==> src/rtl/tdm_slot_tx_pkg.sv <==
// Package: shared types for the slot-based serial transmitter.
// Assumes: nothing beyond IEEE 1800-2017.
package tdm_slot_tx_pkg;

    // Class of the bit position being sent on a tick.
    typedef enum logic {
        POS_IDLE = 1'b0,
        POS_DATA = 1'b1
    } pos_kind_e;

    // Output-enable value for an idle position given the release setting.
    function automatic logic idle_oe(input logic release_line);
        return ~release_line;
    endfunction

endpackage

==> src/rtl/tdm_word_fifo.sv <==
// Module: tdm_word_fifo
// A first-word-fall-through queue of data words. The head is visible while
// the queue is not empty. Push and pop may happen in the same cycle.
// Assumes: DEPTH is a power of two, at least 2; the caller never pushes
// when full and never pops when empty.
module tdm_word_fifo #(
    parameter int WIDTH = 32,
    parameter int DEPTH = 4
) (
    input  logic             clk,
    input  logic             rst_n,
    input  logic             push,
    input  logic [WIDTH-1:0] push_data,
    input  logic             pop,
    output logic [WIDTH-1:0] head,
    output logic             empty,
    output logic             full
);
    localparam int AW = $clog2(DEPTH);

    logic [WIDTH-1:0] store [DEPTH];
    logic [AW:0]      wr_ptr;
    logic [AW:0]      rd_ptr;

    // Write the incoming word into the slot addressed by the write pointer.
    always_ff @(posedge clk) begin
        if (push) begin
            store[wr_ptr[AW-1:0]] <= push_data;
        end
    end

    // Advance the read and write pointers; the extra top bit tells full from empty.
    always_ff @(posedge clk) begin
        if (!rst_n) begin
            wr_ptr <= '0;
            rd_ptr <= '0;
        end else begin
            if (push) wr_ptr <= wr_ptr + 1'b1;
            if (pop)  rd_ptr <= rd_ptr + 1'b1;
        end
    end

    // Derive the head word and the occupancy flags.
    always_comb begin
        head  = store[rd_ptr[AW-1:0]];
        empty = (wr_ptr == rd_ptr);
        full  = (wr_ptr[AW] != rd_ptr[AW]) && (wr_ptr[AW-1:0] == rd_ptr[AW-1:0]);
    end

    AST_PUSH_NOT_FULL: assert property (@(posedge clk) disable iff (!rst_n)
        push |-> !full);
    AST_POP_NOT_EMPTY: assert property (@(posedge clk) disable iff (!rst_n)
        pop |-> !empty);

endmodule

==> src/rtl/tdm_frame_tracker.sv <==
// Module: tdm_frame_tracker
// Tracks the slot and bit position of each tick within a frame. It captures
// the frame configuration at the frame-sync tick. Its outputs describe the
// position the current tick will present, so the caller can register the
// serial bit on the same edge.
// Assumes: MAX_SLOTS is a power of two; slot count, slot size and data size
// are non-zero, and data size does not exceed slot size.
module tdm_frame_tracker #(
    parameter int MAX_SLOTS = 16,
    parameter int WORD_W    = 32,
    localparam int CNT_W    = $clog2(MAX_SLOTS + 1),
    localparam int SLOT_W   = $clog2(MAX_SLOTS),
    localparam int LEN_W    = $clog2(WORD_W + 1)
) (
    input  logic                 clk,
    input  logic                 rst_n,
    input  logic                 tick,
    input  logic                 sync,
    input  logic [MAX_SLOTS-1:0] cfg_mask,
    input  logic [CNT_W-1:0]     cfg_slots,
    input  logic [LEN_W-1:0]     cfg_slot_len,
    input  logic [LEN_W-1:0]     cfg_data_len,
    input  logic                 cfg_release,
    output logic                 pos_start,
    output logic                 pos_data,
    output logic [LEN_W-1:0]     pos_bit,
    output logic [LEN_W-1:0]     eff_data_len,
    output logic                 eff_release
);
    // Position last presented on the line.
    logic                 in_frame_q;
    logic [SLOT_W-1:0]    slot_q;
    logic [LEN_W-1:0]     bit_q;

    // Frame configuration captured at frame sync.
    logic [MAX_SLOTS-1:0] lat_mask;
    logic [CNT_W-1:0]     lat_slots;
    logic [LEN_W-1:0]     lat_slot_len;
    logic [LEN_W-1:0]     lat_data_len;
    logic                 lat_release;

    // Position of the current tick.
    logic                 nxt_valid;
    logic [SLOT_W-1:0]    nxt_slot;
    logic [LEN_W-1:0]     nxt_bit;
    logic                 last_bit;
    logic                 last_slot;

    // Configuration that applies to the current tick.
    logic [MAX_SLOTS-1:0] use_mask;
    logic                 slot_on;

    // Detect the end of a slot and the end of a frame from the held position.
    always_comb begin
        last_bit  = (bit_q == LEN_W'(lat_slot_len - 1'b1));
        last_slot = (CNT_W'(slot_q) == CNT_W'(lat_slots - 1'b1));
    end

    // Step the position: restart on sync, else advance within the open frame.
    always_comb begin
        nxt_valid = 1'b0;
        nxt_slot  = slot_q;
        nxt_bit   = bit_q;
        if (sync) begin
            nxt_valid = 1'b1;
            nxt_slot  = '0;
            nxt_bit   = '0;
        end else if (in_frame_q) begin
            if (last_bit) begin
                if (!last_slot) begin
                    nxt_valid = 1'b1;
                    nxt_slot  = slot_q + 1'b1;
                    nxt_bit   = '0;
                end
            end else begin
                nxt_valid = 1'b1;
                nxt_bit   = bit_q + 1'b1;
            end
        end
    end

    // Pick live configuration on a sync tick, captured configuration otherwise.
    always_comb begin
        use_mask     = sync ? cfg_mask     : lat_mask;
        eff_data_len = sync ? cfg_data_len : lat_data_len;
        eff_release  = sync ? cfg_release  : lat_release;
        slot_on      = nxt_valid && use_mask[nxt_slot];
        pos_start    = slot_on && (nxt_bit == '0);
        pos_data     = slot_on && (nxt_bit < eff_data_len);
        pos_bit      = nxt_bit;
    end

    // Hold the position presented by each tick.
    always_ff @(posedge clk) begin
        if (!rst_n) begin
            in_frame_q <= 1'b0;
            slot_q     <= '0;
            bit_q      <= '0;
        end else if (tick) begin
            in_frame_q <= nxt_valid;
            slot_q     <= nxt_slot;
            bit_q      <= nxt_bit;
        end
    end

    // Capture the frame configuration on a sync tick.
    always_ff @(posedge clk) begin
        if (!rst_n) begin
            lat_mask     <= '0;
            lat_slots    <= CNT_W'(1);
            lat_slot_len <= LEN_W'(1);
            lat_data_len <= LEN_W'(1);
            lat_release  <= 1'b1;
        end else if (tick && sync) begin
            lat_mask     <= cfg_mask;
            lat_slots    <= cfg_slots;
            lat_slot_len <= cfg_slot_len;
            lat_data_len <= cfg_data_len;
            lat_release  <= cfg_release;
        end
    end

    AST_SLOT_IN_RANGE: assert property (@(posedge clk) disable iff (!rst_n)
        in_frame_q |-> (CNT_W'(slot_q) < lat_slots));
    AST_BIT_IN_RANGE: assert property (@(posedge clk) disable iff (!rst_n)
        in_frame_q |-> (bit_q < lat_slot_len));
    AST_CFG_HELD: assert property (@(posedge clk) disable iff (!rst_n)
        !(tick && sync) |=> $stable(lat_slots) && $stable(lat_slot_len));

endmodule

==> src/rtl/tdm_bit_driver.sv <==
// Module: tdm_bit_driver
// Loads a word at the start of each enabled slot, selects the bit for the
// current position and registers the serial data, output enable and underrun
// pulse. It inserts a zero word when the queue is empty at slot start.
// Assumes: the position inputs come from the frame tracker for the same tick.
module tdm_bit_driver
    import tdm_slot_tx_pkg::*;
#(
    parameter int WORD_W   = 32,
    localparam int LEN_W   = $clog2(WORD_W + 1)
) (
    input  logic              clk,
    input  logic              rst_n,
    input  logic              tick,
    input  logic              pos_start,
    input  logic              pos_data,
    input  logic [LEN_W-1:0]  pos_bit,
    input  logic [LEN_W-1:0]  data_len,
    input  logic              release_line,
    input  logic              q_empty,
    input  logic [WORD_W-1:0] q_head,
    output logic              q_pop,
    output logic              ser_out,
    output logic              ser_oe,
    output logic              underrun
);
    logic [WORD_W-1:0] word_q;
    logic [WORD_W-1:0] cur_word;
    logic [WORD_W-1:0] shifted;
    logic [LEN_W-1:0]  bit_idx;
    logic              starved;
    logic              data_bit;
    pos_kind_e         kind;
    logic              past_ok;

    // Choose the word for this tick: a fresh load at slot start, else the held one.
    always_comb begin
        starved  = pos_start && q_empty;
        q_pop    = tick && pos_start && !q_empty;
        cur_word = pos_start ? (q_empty ? '0 : q_head) : word_q;
        bit_idx  = LEN_W'(data_len - pos_bit - 1'b1);
        shifted  = cur_word >> bit_idx;
        data_bit = shifted[0];
        kind     = pos_data ? POS_DATA : POS_IDLE;
    end

    // Hold the slot word across the slot's remaining bit positions.
    always_ff @(posedge clk) begin
        if (!rst_n) begin
            word_q <= '0;
        end else if (tick && pos_start) begin
            word_q <= cur_word;
        end
    end

    // Register the serial line and its enable on each tick.
    always_ff @(posedge clk) begin
        if (!rst_n) begin
            ser_out <= 1'b0;
            ser_oe  <= 1'b0;
        end else if (tick) begin
            if (kind == POS_DATA) begin
                ser_out <= data_bit;
                ser_oe  <= 1'b1;
            end else begin
                ser_out <= 1'b0;
                ser_oe  <= idle_oe(release_line);
            end
        end
    end

    // Raise a one-cycle underrun when an enabled slot starts with no word.
    always_ff @(posedge clk) begin
        if (!rst_n) begin
            underrun <= 1'b0;
        end else begin
            underrun <= tick && starved;
        end
    end

    // Mark cycles with a valid history for the hold check.
    always_ff @(posedge clk) begin
        if (!rst_n) past_ok <= 1'b0;
        else        past_ok <= 1'b1;
    end

    AST_RELEASED_LOW: assert property (@(posedge clk) disable iff (!rst_n)
        !ser_oe |-> !ser_out);
    AST_UNDERRUN_ZERO: assert property (@(posedge clk) disable iff (!rst_n)
        underrun |-> (ser_oe && !ser_out));
    AST_HOLD_NO_TICK: assert property (@(posedge clk) disable iff (!rst_n)
        (past_ok && !$past(tick)) |-> ($stable(ser_out) && $stable(ser_oe)));
    AST_DRIVEN_IDLE: assert property (@(posedge clk) disable iff (!rst_n)
        (tick && !release_line) |=> ser_oe);

endmodule

==> src/rtl/tdm_slot_tx.sv <==
// Module: tdm_slot_tx
// Top of the slot-based serial transmitter. It queues input words, tracks
// frame position and drives one serial bit per tick, with per-slot enables
// and a selectable idle behaviour.
// Assumes: a tick-rate enable from an external clock divider; configuration
// values obey the ranges in the brief.
module tdm_slot_tx #(
    parameter int MAX_SLOTS  = 16,
    parameter int WORD_W     = 32,
    parameter int FIFO_DEPTH = 4,
    localparam int CNT_W     = $clog2(MAX_SLOTS + 1),
    localparam int LEN_W     = $clog2(WORD_W + 1)
) (
    input  logic                 clk,
    input  logic                 rst_n,
    input  logic                 bit_tick,
    input  logic                 frame_sync,
    input  logic [MAX_SLOTS-1:0] slot_enable_mask,
    input  logic [CNT_W-1:0]     slots_per_frame,
    input  logic [LEN_W-1:0]     slot_bits,
    input  logic [LEN_W-1:0]     data_bits,
    input  logic                 idle_hiz,
    input  logic [WORD_W-1:0]    word_in,
    input  logic                 word_valid,
    output logic                 word_ready,
    output logic                 ser_out,
    output logic                 ser_oe,
    output logic                 underrun
);
    logic              q_push;
    logic              q_pop;
    logic              q_empty;
    logic              q_full;
    logic [WORD_W-1:0] q_head;
    logic              pos_start;
    logic              pos_data;
    logic [LEN_W-1:0]  pos_bit;
    logic [LEN_W-1:0]  eff_data_len;
    logic              eff_release;

    // Accept a word whenever the queue has room.
    always_comb begin
        word_ready = !q_full;
        q_push     = word_valid && !q_full;
    end

    tdm_word_fifo #(
        .WIDTH (WORD_W),
        .DEPTH (FIFO_DEPTH)
    ) u_queue (
        .clk       (clk),
        .rst_n     (rst_n),
        .push      (q_push),
        .push_data (word_in),
        .pop       (q_pop),
        .head      (q_head),
        .empty     (q_empty),
        .full      (q_full)
    );

    tdm_frame_tracker #(
        .MAX_SLOTS (MAX_SLOTS),
        .WORD_W    (WORD_W)
    ) u_tracker (
        .clk          (clk),
        .rst_n        (rst_n),
        .tick         (bit_tick),
        .sync         (frame_sync),
        .cfg_mask     (slot_enable_mask),
        .cfg_slots    (slots_per_frame),
        .cfg_slot_len (slot_bits),
        .cfg_data_len (data_bits),
        .cfg_release  (idle_hiz),
        .pos_start    (pos_start),
        .pos_data     (pos_data),
        .pos_bit      (pos_bit),
        .eff_data_len (eff_data_len),
        .eff_release  (eff_release)
    );

    tdm_bit_driver #(
        .WORD_W (WORD_W)
    ) u_driver (
        .clk          (clk),
        .rst_n        (rst_n),
        .tick         (bit_tick),
        .pos_start    (pos_start),
        .pos_data     (pos_data),
        .pos_bit      (pos_bit),
        .data_len     (eff_data_len),
        .release_line (eff_release),
        .q_empty      (q_empty),
        .q_head       (q_head),
        .q_pop        (q_pop),
        .ser_out      (ser_out),
        .ser_oe       (ser_oe),
        .underrun     (underrun)
    );

    AST_READY_AFTER_POP: assert property (@(posedge clk) disable iff (!rst_n)
        (q_pop && !q_push) |=> word_ready);

endmodule

==> config.mk <==
export PLATFORM = sky130hd
export DESIGN_NAME = tdm_slot_tx
export DESIGN_NICKNAME = d
export VERILOG_FILES = /design/src/rtl/tdm_slot_tx_pkg.sv /design/src/rtl/tdm_word_fifo.sv /design/src/rtl/tdm_frame_tracker.sv /design/src/rtl/tdm_bit_driver.sv /design/src/rtl/tdm_slot_tx.sv
export SDC_FILE = /design/constraint.sdc
export NUM_CORES = 1
export LEC_CHECK = 0
export BUFFER_PORTS_ARGS = -buffer_cell sky130_fd_sc_hd__clkbuf_2
export CAP_MARGIN = 20
export CORE_ASPECT_RATIO = 1.5
export CORE_MARGIN = 5
export CORE_UTILIZATION = 50
export CTS_CLUSTER_SIZE = 8
export DETAILED_ROUTE_END_ITERATION = 12
export PLACE_DENSITY = 0.72
export RECOVER_POWER = 50
export SYNTH_ARGS = -nofsm -noshare
export SYNTH_HDL_FRONTEND = slang
export SYNTH_SLANG_ARGS = --single-unit
==> constraint.sdc <==
create_clock -name clk -period 4.3 [get_ports clk]
set_input_delay 0.645 -clock clk [delete_from_list [all_inputs] [get_ports clk]]
set_output_delay 0.645 -clock clk [all_outputs]
set_load 0.05 [all_outputs]
Word-level counts from Yosys, hierarchy flattened:

Memories as Yosys holds them, arrays and structs flattened. A register that Yosys moved wholly into a read port is not among the register bits.
Cells that the tools add are included.

* logic and storage cells: 71
* memories kept: 1
* bits of input ports: 71
* flip-flop bits (word level): 86
* bits in writable memories: 128
* output and inout bits: 4

Memories
* u_queue.store: depth 4, width 32, rd ports 1, clocked after memory_dff 1, wr ports 1, line tdm_word_fifo.sv:21 `logic [WIDTH-1:0] store [DEPTH];`

* order comparisons: 2
* multiplexer cells: 26
* bitwise logic cells: 1
* $add $sub $neg: 8
* shift-type cells: 1
* reductions and logical operators: 13
* eq/ne operators: 5

Operators by type and width (count)
* $mux 32: 2
* $shr 32x6->1: 1
* $mux 6: 5
* $mux 16: 1
* $mux 4: 4
* $sub 6x1->6 const B: 2
* $mux 1: 11
* $logic_and 1x1->1: 10
* $add 3x1->3 const B: 2
* $add 6x1->6 const B: 1
* $eq 6x6->1: 1
* $logic_not 6->1: 1
* $lt 6x6->1: 1
* $sub 6x6->6: 1
* $eq 4x5->1: 1
* $lt 4x5->1 const B: 1
* $sub 5x1->5 const B: 1
* $add 4x1->4 const B: 1
* $bmux 1 s4: 1
* $mux 2: 2
* $eq 3x3->1: 1
* $eq 2x2->1: 1
* $logic_not 1->1: 2
* $ne 1x1->1: 1
* $not 1->1: 1

Logic depth before layout (Yosys ltp):

Gate-level depths: netlist (run 1).

* depth in word-level cells: 14
* depth in mapped cells: 21
* gate-level depth less buffers: 21

Cells and area by module:

Synthesis (run 1) repeated with hierarchy kept, for this count alone.

* cells, all modules: 818
* area, all modules: 10192.3 µm²

By module, submodules not included
* tdm_word_fifo: seq. area each 4003.8 µm², area an instance 5061.1 µm², instances 1, cells each 208
* tdm_frame_tracker: seq. area each 900.9 µm², area an instance 2842.7 µm², instances 1, cells each 358
* tdm_bit_driver: seq. area each 700.7 µm², area an instance 2278.4 µm², instances 1, cells each 250
* tdm_slot_tx: seq. area each 0.0 µm², area an instance 10.0 µm², instances 1, cells each 2

Least setup slack after synthesis (run 1):

OpenSTA, ideal clock, no wires.

* path kind: input to register
* from: input frame_sync
* to: register u_driver.ser_out
* arrival: 4.559 ns
* setup slack: -0.375 ns
* cell stages on the path: 13
* buffers on the path: 4
* setup time: 0.116 ns
* cell sequence: clkbuf_1 -> buf_1 -> clkbuf_1 -> buf_1 -> mux2_2 -> ha_1 -> fa_1 -> xor2_1 -> mux4_2 -> mux4_2 -> o21ai_0 -> o21ai_1 -> a31o_1

* longest elaborated chain between the ends: 8
* elaborated cells between the ends (all ways): 18
* those cells by class: 2 x add/sub; 1 x order compare; 1 x shift; 10 x mux; 4 x reduce/logical

RTL lines
* from (decl): line tdm_slot_tx.sv:17 `input logic frame_sync,`
* parallel branches: the longest is 7 deep, another holds $sub 6x6->6
* $mux 1 (*): line tdm_bit_driver.sv:62 `if (kind == POS_DATA) begin`
* to (signal assigned): line tdm_bit_driver.sv:63 `ser_out <= data_bit;`
* to (decl): line tdm_bit_driver.sv:23 `output logic ser_out,`

Every way passes the cells marked *. The select of a mux whose other input is x is not followed.
A chain may end at the register's enable or synchronous reset.

Worst setup path in the final report (run 1):

* from: register u_tracker.lat_slot_len[0]
* to: register u_driver.ser_out

* longest elaborated chain between the ends: 12
* elaborated cells between the ends (all ways): 24
* those cells by class: 3 x add/sub; 1 x order compare; 1 x eq/ne; 1 x shift; 14 x mux; 4 x reduce/logical

RTL lines
* from (decl): line tdm_frame_tracker.sv:38 `logic [LEN_W-1:0] lat_slot_len;`
* from (signal assigned): line tdm_frame_tracker.sv:117 `lat_slot_len <= cfg_slot_len;`
* $sub 6x1->6 (*): line tdm_frame_tracker.sv:55 `last_bit = (bit_q == LEN_W'(lat_slot_len - 1'b1));`
* $eq 6x6->1 (*): line tdm_frame_tracker.sv:55
* parallel branches: the longest is 9 deep, another holds $sub 6x6->6
* $mux 1 (*): line tdm_bit_driver.sv:62

Marks and branches as above.

==> metrics.txt, run 1 <==
status=complete, but fails checks; failing checks=max-capacitance violations, max-slew violations; Worst setup endpoint=u_driver.ser_out; busiest metal layer after global routing=met2; Mapped Cells=848; clock period minus worst slack=4.16 ns; Residual DRC=0; Die Outline Area=23,500 sq um; largest net degree at the start of global routing=55; final hold viol count=0; first-pass GRT wire length=approximately 34,000 um; Layout Skew=0.0122 ns; CP Max Fanout=8; Initial Util=0.504; CTS Sinks=216; #FFs+latches synth=216; top-count cell post-synth=edfxtp_1; sequential fraction of the synthesis area=0.547; met1 usage=0.216; reg2reg path depth=15; critical path class=flop to flop; worst skew pair latency=around 0.54 ns; layout overhead on the synthesized area=16.7%; leakage power total=4.34 nW; layout cell share with drive strength beyond 1=0.194; Area contributors post-synth=edfxtp_1 (37%), dfxtp_1 (17%), mux4_2 (8.3%), mux2i_1 (5.0%), nand2_1 (3.9%); initial antenna violation count=0; syn_nets=940; ANT cells=0; Syn Std Cell Area=between 10,000 and 15,000 sq um; Final Core Density=0.589; crit path from=u_tracker.lat_slot_len[0]; DP Worst Slack=0.0265 ns; H-tree level count=1; Die Y=185 um; wire per inst=17.3 um; final setup margin=~0.14 ns; Core ar.=20,300 sq um; syn avg cell area=12.1 sq um; vias in the first global route=a little under 7,000; peak supply drop=between 0.3 and 0.4 mV; routed vias/inst=5.44; Syn. warnings=0; PD cells=~420 nW/um^2; Hold Buf Count CTS=0; Top Ports=75; Worst R2R End=u_driver.ser_out; placer congestion estimate=0.845; TritonCTS Buffers=30; final setup vio count=0; CTS tree=yes; post-synthesis async set-or-reset flop share=0; I/O Buffers=between 70 and 80; Antenna Nets Post-Route=0; Total GRT Usage=0.181; Final HPWL DP=around 15,000 um; Row Count=64; GR Util met3=0.0280; EDFF count, synth=between 100 and 150; RSZ-0062 raised after global routing=true; max-cap violations=1; DR pass1 iterations=5; period utilization=0.967; worst-margin pin slew=2.00 ns; CTS clk-pin slew, worst paths=0.05 ns; chip width=127 um; Max Clk Rate=240 MHz; critical path arrival=approximately 4.6 ns; reg2reg start=u_tracker.lat_slot_len[0]; fin nets=between 1,000 and 1,500; CP Launch Type=flop; Max clock buf depth=3; DRT iter0 DRCs=between 300 and 400; Worst setup EP type=flop; routed via count=6,672; Congestion Overflow GR=0; largest area contributor in the netlist=edfxtp_1; R2R Setup Slk=0.14 ns; Max Slew Vio Count=33; Root Buffer Master=clkbuf_16; Critical Path RT=4.72 ns; post-synth top area share=0.375; Top FF cell, synth=edfxtp_1; Hold Crit Class=input pin to flop; most frequent cells after synthesis=edfxtp_1 (128), nand2_1 (107), dfxtp_1 (88), mux2i_1 (51), nor2b_1 (42); Yosys cell types=68; Max-slew headroom=-0.334; met2 usage=0.336; final wirelength=21,200 um
[logic make-up after synthesis]
group	share of synthesized area
simple gates	0.140
xor+xnor	0.0220
fa+ha+maj	0.0264
flops	0.547
mux	0.146
compound gates	0.0903
buf+inv	0.0284
[registers in the layout, summed over array words and instances (netlist names), named ones only]
register	flops
u_driver.ser_oe	1
u_queue.rd_ptr	3
u_tracker.lat_slot_len	6
u_queue.store	128
u_tracker.lat_slots	5
u_tracker.in_frame_q	1
u_tracker.lat_data_len	6
u_tracker.lat_release	1
u_driver.word_q	32
u_driver.ser_out	1
u_queue.wr_ptr	3
u_tracker.slot_q	4
u_tracker.lat_mask	16
u_driver.underrun	1
u_tracker.bit_q	6
[where the power goes]
part / leakage [nW] / switching (mW) / internal [mW]
Combinational: 2.05 / 0.337 / 0.268
Clock: 0.398 / 0.812 / 1.28
Sequential: 1.89 / 0.0403 / 2.29
[worst min path at each step]
stage / to / slack, ns / from / cells after the start
3_5_place_dp: u_tracker.lat_data_len[0] / 0.46 / u_tracker.lat_data_len[0] / 2
5_1_grt: u_tracker.lat_mask[6] / 0.33 / slot_enable_mask[6] / 3
2_1_floorplan: u_tracker.lat_data_len[0] / 0.44 / u_tracker.lat_data_len[0] / 2
4_1_cts: u_queue.store[2][1] / 0.31 / word_in[1] / 1
6_report: u_tracker.lat_release / 0.34 / idle_hiz / 3
3_3_place_gp: u_tracker.lat_data_len[0] / 0.45 / u_tracker.lat_data_len[0] / 2
[per-stage QoR]
stage               area, sq um  instances  hold WS, ns  setup TNS [ns]  power, mW
floorplan                 10300        848        0.437               0       2.76
global placement          11100       1172        0.446               0       2.94
detailed placement        11100       1173        0.459               0       2.96
CTS                       11900       1222        0.311               0       5.06
global route              12000       1227        0.334         -0.0342       5.23
finish                    12000       1227        0.339               0       5.02
[metal layers]
layer,up-vias,part of all wire,wire [um]
met5,-,0,0
met4,0,0.024,505
met3,39,0.040,853
met2,132,0.53,11300
met1,3223,0.40,8560
li1,3278,-,-
[worst max-delay path, stage by stage (launching register included)]
cell and delay [ns]:
dfxtp_2 0.33, inv_2 0.05, ha_4 0.16, nand2b_4 0.13
o211a_1 0.13, o31a_1 0.35, nor4_4 0.32, mux2i_1 0.23
mux2_1 0.33, a311o_1 0.29, o32a_4 0.40, nand2_8 0.12
mux4_2 0.54, a2111oi_4 0.36, o21ai_1 0.09, a31o_1 0.19
[what timing repair did]
action / CTS / global route
setup buffers: 0 / 5
gates resized for setup: 1 / 21
pin swaps: 0 / 10
cloned: 0 / 0
endpoints found under the setup margin: 1 / 2
[cell type report]
| class | instances | area (sq um) |
|---|---|---|
| clock inverters | 1 | 16.3 |
| fillers | 1749 | 8370 |
| well taps | 264 | 330 |
| multi-input cells | 560 | 4460 |
| flip-flops and latches | 216 | 5610 |
| inverters | 22 | 82.6 |
| clock buffers | 48 | 818 |
| repair buffers | 116 | 657 |
[placed cells by master, fill, tap and decap left out, types with 3 or more instances in the layout]
cell type	synthesis	final
xnor2_1	11	10
o211ai_1	3	3
nand3b_1	3	3
inv_2	1	3
nor2_1	27	25
mux2i_1	51	51
ha_1	20	18
dfxtp_2	0	3
clkbuf_2	0	38
mux4_2	38	38
a22oi_1	3	3
a21oi_1	26	26
nand3_1	9	8
buf_4	2	35
nand2_1	107	107
clkbuf_1	36	57
or3_1	6	6
clkbuf_16	0	30
nor2b_1	42	42
nor3_1	8	7
a21boi_0	33	33
nand2b_1	10	9
and2_1	35	33
inv_1	21	19
mux2_2	11	11
xor2_1	11	10
and3_1	5	5
nand4_1	4	4
dfxtp_1	88	85
o21ai_0	41	40
edfxtp_1	128	128
a211oi_1	3	3
Power figures use the tool's default switching activity.
==> run 2, diff against run 1 <==
- ABC_AREA: default -> 1
- CORE_MARGIN: 5 -> 2
- SKIP_CTS_REPAIR_TIMING: default -> 1
==> metrics.txt, run 2 <==
Top Ports=75 (unchanged); chip width=121 um (-4.6%); Syn Std Cell Area=10,300 sq um (+0.27%); layout cell share with drive strength beyond 1=0.107 (-0.0870); metal3 WL=969 um (+14%); PD cells=454 nW/um^2 (+8.2%); sequential fraction of the synthesis area=0.545 (-0.00146); post-synthesis async set-or-reset flop share=0 (unchanged); failing checks=max-capacitance violations, max-slew violations; most frequent cells after synthesis=nand2_1 (215), nor2_1 (141), edfxtp_1 (128), nand3_1 (126), o21ai_0 (110); Max clock buf depth=3 (unchanged); Sw Share=0.272 (+0.0352); CTS tree=yes; Final HPWL DP=15,100 um (+3.9%); Max Slew Vio Count=106 (+220%); Syn. warnings=0 (unchanged); CP Max Fanout=27 (+19); Switch Pwr=1.44 mW (+21%); placer congestion estimate=0.889 (+5.1%); Largest register FFs=128 (unchanged); Yosys cell types=41 (-40%); final wirelength=23,400 um (+10%); peak supply drop=0.374 mV (-4.9%); post-route setup TNS=0 ns (unchanged); H-tree level count=1 (unchanged); uppermost layer routed=met4; Clk pwr share=0.398 (-0.018); top-count cell post-synth=nand2_1; met2 routed wirelength=12,100 um (+7.0%); first-pass GRT wire length=37,700 um (+9.3%); vias in the first global route=7,991 (+15%); EDFF count, synth=128 (unchanged); sequential share of power=0.444 (-0.020); Top FF cell, synth=edfxtp_1; Row Count=64 (unchanged); Mapped Cells=1,179 (+39%); Max Clk Rate=268 MHz (+12%); I/O Buffers=74 (unchanged); Post-Route M1 WL=9630 um (+12%); CTS Sinks=216 (unchanged); RSZ-0062 raised after global routing=false; final hold viol count=0 (unchanged); Root Buffer Master=clkbuf_16; Layout Skew=0.0155 ns (+0.00323 ns); routed via count=8,248 (+24%); Filler Cell Count=1,796 (+2.7%); largest area contributor in the netlist=edfxtp_1; leakage power total=4.52 nW (+4.2%); max-cap violations=3 (+2); syn_nets=1,271 (+35%); critical path class=flop to flop; wire per inst=15.4 um (-11%); routed vias/inst=5.42 (-0.41%); Area contributors post-synth=edfxtp_1 (37%), dfxtp_1 (17%), nand2_1 (7.8%), nand3_1 (6.1%), o21ai_0 (5.4%); critical path arrival=4.13 ns (-0.45 ns); Die Outline Area=21,800 sq um (-7.6%); post-synth top area share=0.374 (-0.00100); syn avg cell area=8.72 sq um (-28%); CP max stage delay=0.37 ns (-0.17 ns); Comb pwr share=0.158 (+0.038); Critical Path RT=4.70 ns (-0.02 ns); CP Launch Type=flop; status=complete, but fails checks; DR pass1 iterations=5 (unchanged); ANT cells=0 (unchanged); Core ar.=20,300 sq um (-0.39%); initial antenna violation count=0 (unchanged); Residual DRC=0 (unchanged); Initial Util=0.508 (+0.00335); Final Core Density=0.574 (-0.0144); Max-slew headroom=-0.365 (-0.0310); clock period minus worst slack=3.73 ns (-0.430 ns); Total GRT Usage=0.211 (+0.0306); final setup vio count=0 (unchanged); DRT iter0 DRCs=631 (+62%); most frequent cells in the layout=nand2_1 (215), nor2_1 (137), edfxtp_1 (128); Antenna Nets Post-Route=0 (unchanged); worst skew pair latency=0.54 ns (about the same); period utilization=0.867 (-0.100); #FFs+latches synth=216 (unchanged); Crit path top cell by count=nand3_1; cell internal pwr=3.84 mW (+0.25%); layout overhead on the synthesized area=13.1%; CTS clk-pin slew, worst paths=0.05 ns (about the same); Worst setup EP type=flop; worst-margin pin slew=2.05 ns (+0.0465 ns); fin nets=1,333 (+28%); Congestion Overflow GR=0 (unchanged); TritonCTS Buffers=30 (unchanged); Hold Crit Class=input pin to flop; most common cell after layout, fill and taps aside=nand2_1; Crit-path slowest cell=inv_4; largest net degree at the start of global routing=65 (+18%); Die Y=180 um (-3.1%)
## run 2: kinds of logic (layout without fill, tap and decap cells)
| logic type | after synthesis | in the layout | share of synthesized area |
|---|---|---|---|
| multiplexers | 1 | 1 | 0.000973 |
| AO/OA/AOI/OAI | 242 | 242 | 0.128 |
| adder cells (fa/ha/maj) | 21 | 21 | 0.0263 |
| buffers and inverters | 167 | 247 | 0.0646 |
| flip-flops | 216 | 216 | 0.545 |
| AND/OR/NAND/NOR | 519 | 519 | 0.224 |
| XOR/XNOR | 13 | 13 | 0.0111 |
## run 2: final cells by class
class / instances / area [sq um] / area share
Clock buffer: 49 / 822 / 0.0707
Clock inverter: 1 / 16.3 / 0.00140
Inverter: 107 / 404 / 0.0347
Multi-Input combinational cell: 796 / 4020 / 0.346
Sequential cell: 216 / 5610 / 0.482
Tap cell: 264 / 330 / 0.0284
Timing Repair Buffer: 90 / 430 / 0.0370
## run 2: layer usage
layer	vias up	track usage
met5	-	0
met3	56	0.0286
met2	201	0.382
met4	0	0.0781
li1	4128	-
met1	3863	0.252
## run 2: power groups by stage
stage	clock network (mW)	registers (mW)	logic, mW
final	2.10	2.35	0.832
after global routing	2.23	2.35	0.941
after CTS	2.14	2.34	0.840
after floorplan	0	2.38	0.615
after global placement	0	2.38	0.827
after detailed placement	0	2.38	0.834
## run 2: path summary, 6_finish.rpt
| path | start | endpoint | slack (ns) | depth (start not counted) |
|---|---|---|---|---|
| max | u_tracker.lat_slots[0] | u_driver.ser_out | 0.57 | 26 |
| min | slots_per_frame[0] | u_tracker.lat_slots[0] | 0.34 | 3 |
| max reg2reg | u_tracker.lat_slots[0] | u_driver.ser_out | 0.57 | 26 |
| min reg2reg | u_tracker.lat_data_len[3] | u_tracker.lat_data_len[3] | 0.46 | 2 |
## run 2: critical path: cells and delay by family (launching register included)
kind / cells / cell delay (ns)
AO/OA/AOI/OAI: 2 / 0.17
adder cells (fa/ha/maj): 1 / 0.32
buffers and inverters: 4 / 0.55
AND/OR/NAND/NOR: 19 / 2.18
flip-flops: 1 / 0.35
## run 2: stage by stage
stage | area [sq um] | power [mW] | std cells | hold slack [ns] | worst slack (ns)
floorplan | 10300 | 3.00 | 1179 | 0.430 | 1.04
global placement | 10900 | 3.21 | 1473 | 0.448 | 0.659
detailed placement | 10900 | 3.22 | 1473 | 0.452 | 0.630
CTS | 11700 | 5.33 | 1523 | 0.301 | 0.587
global route | 11600 | 5.53 | 1523 | 0.341 | 0.120
finish | 11600 | 5.28 | 1523 | 0.336 | 0.570
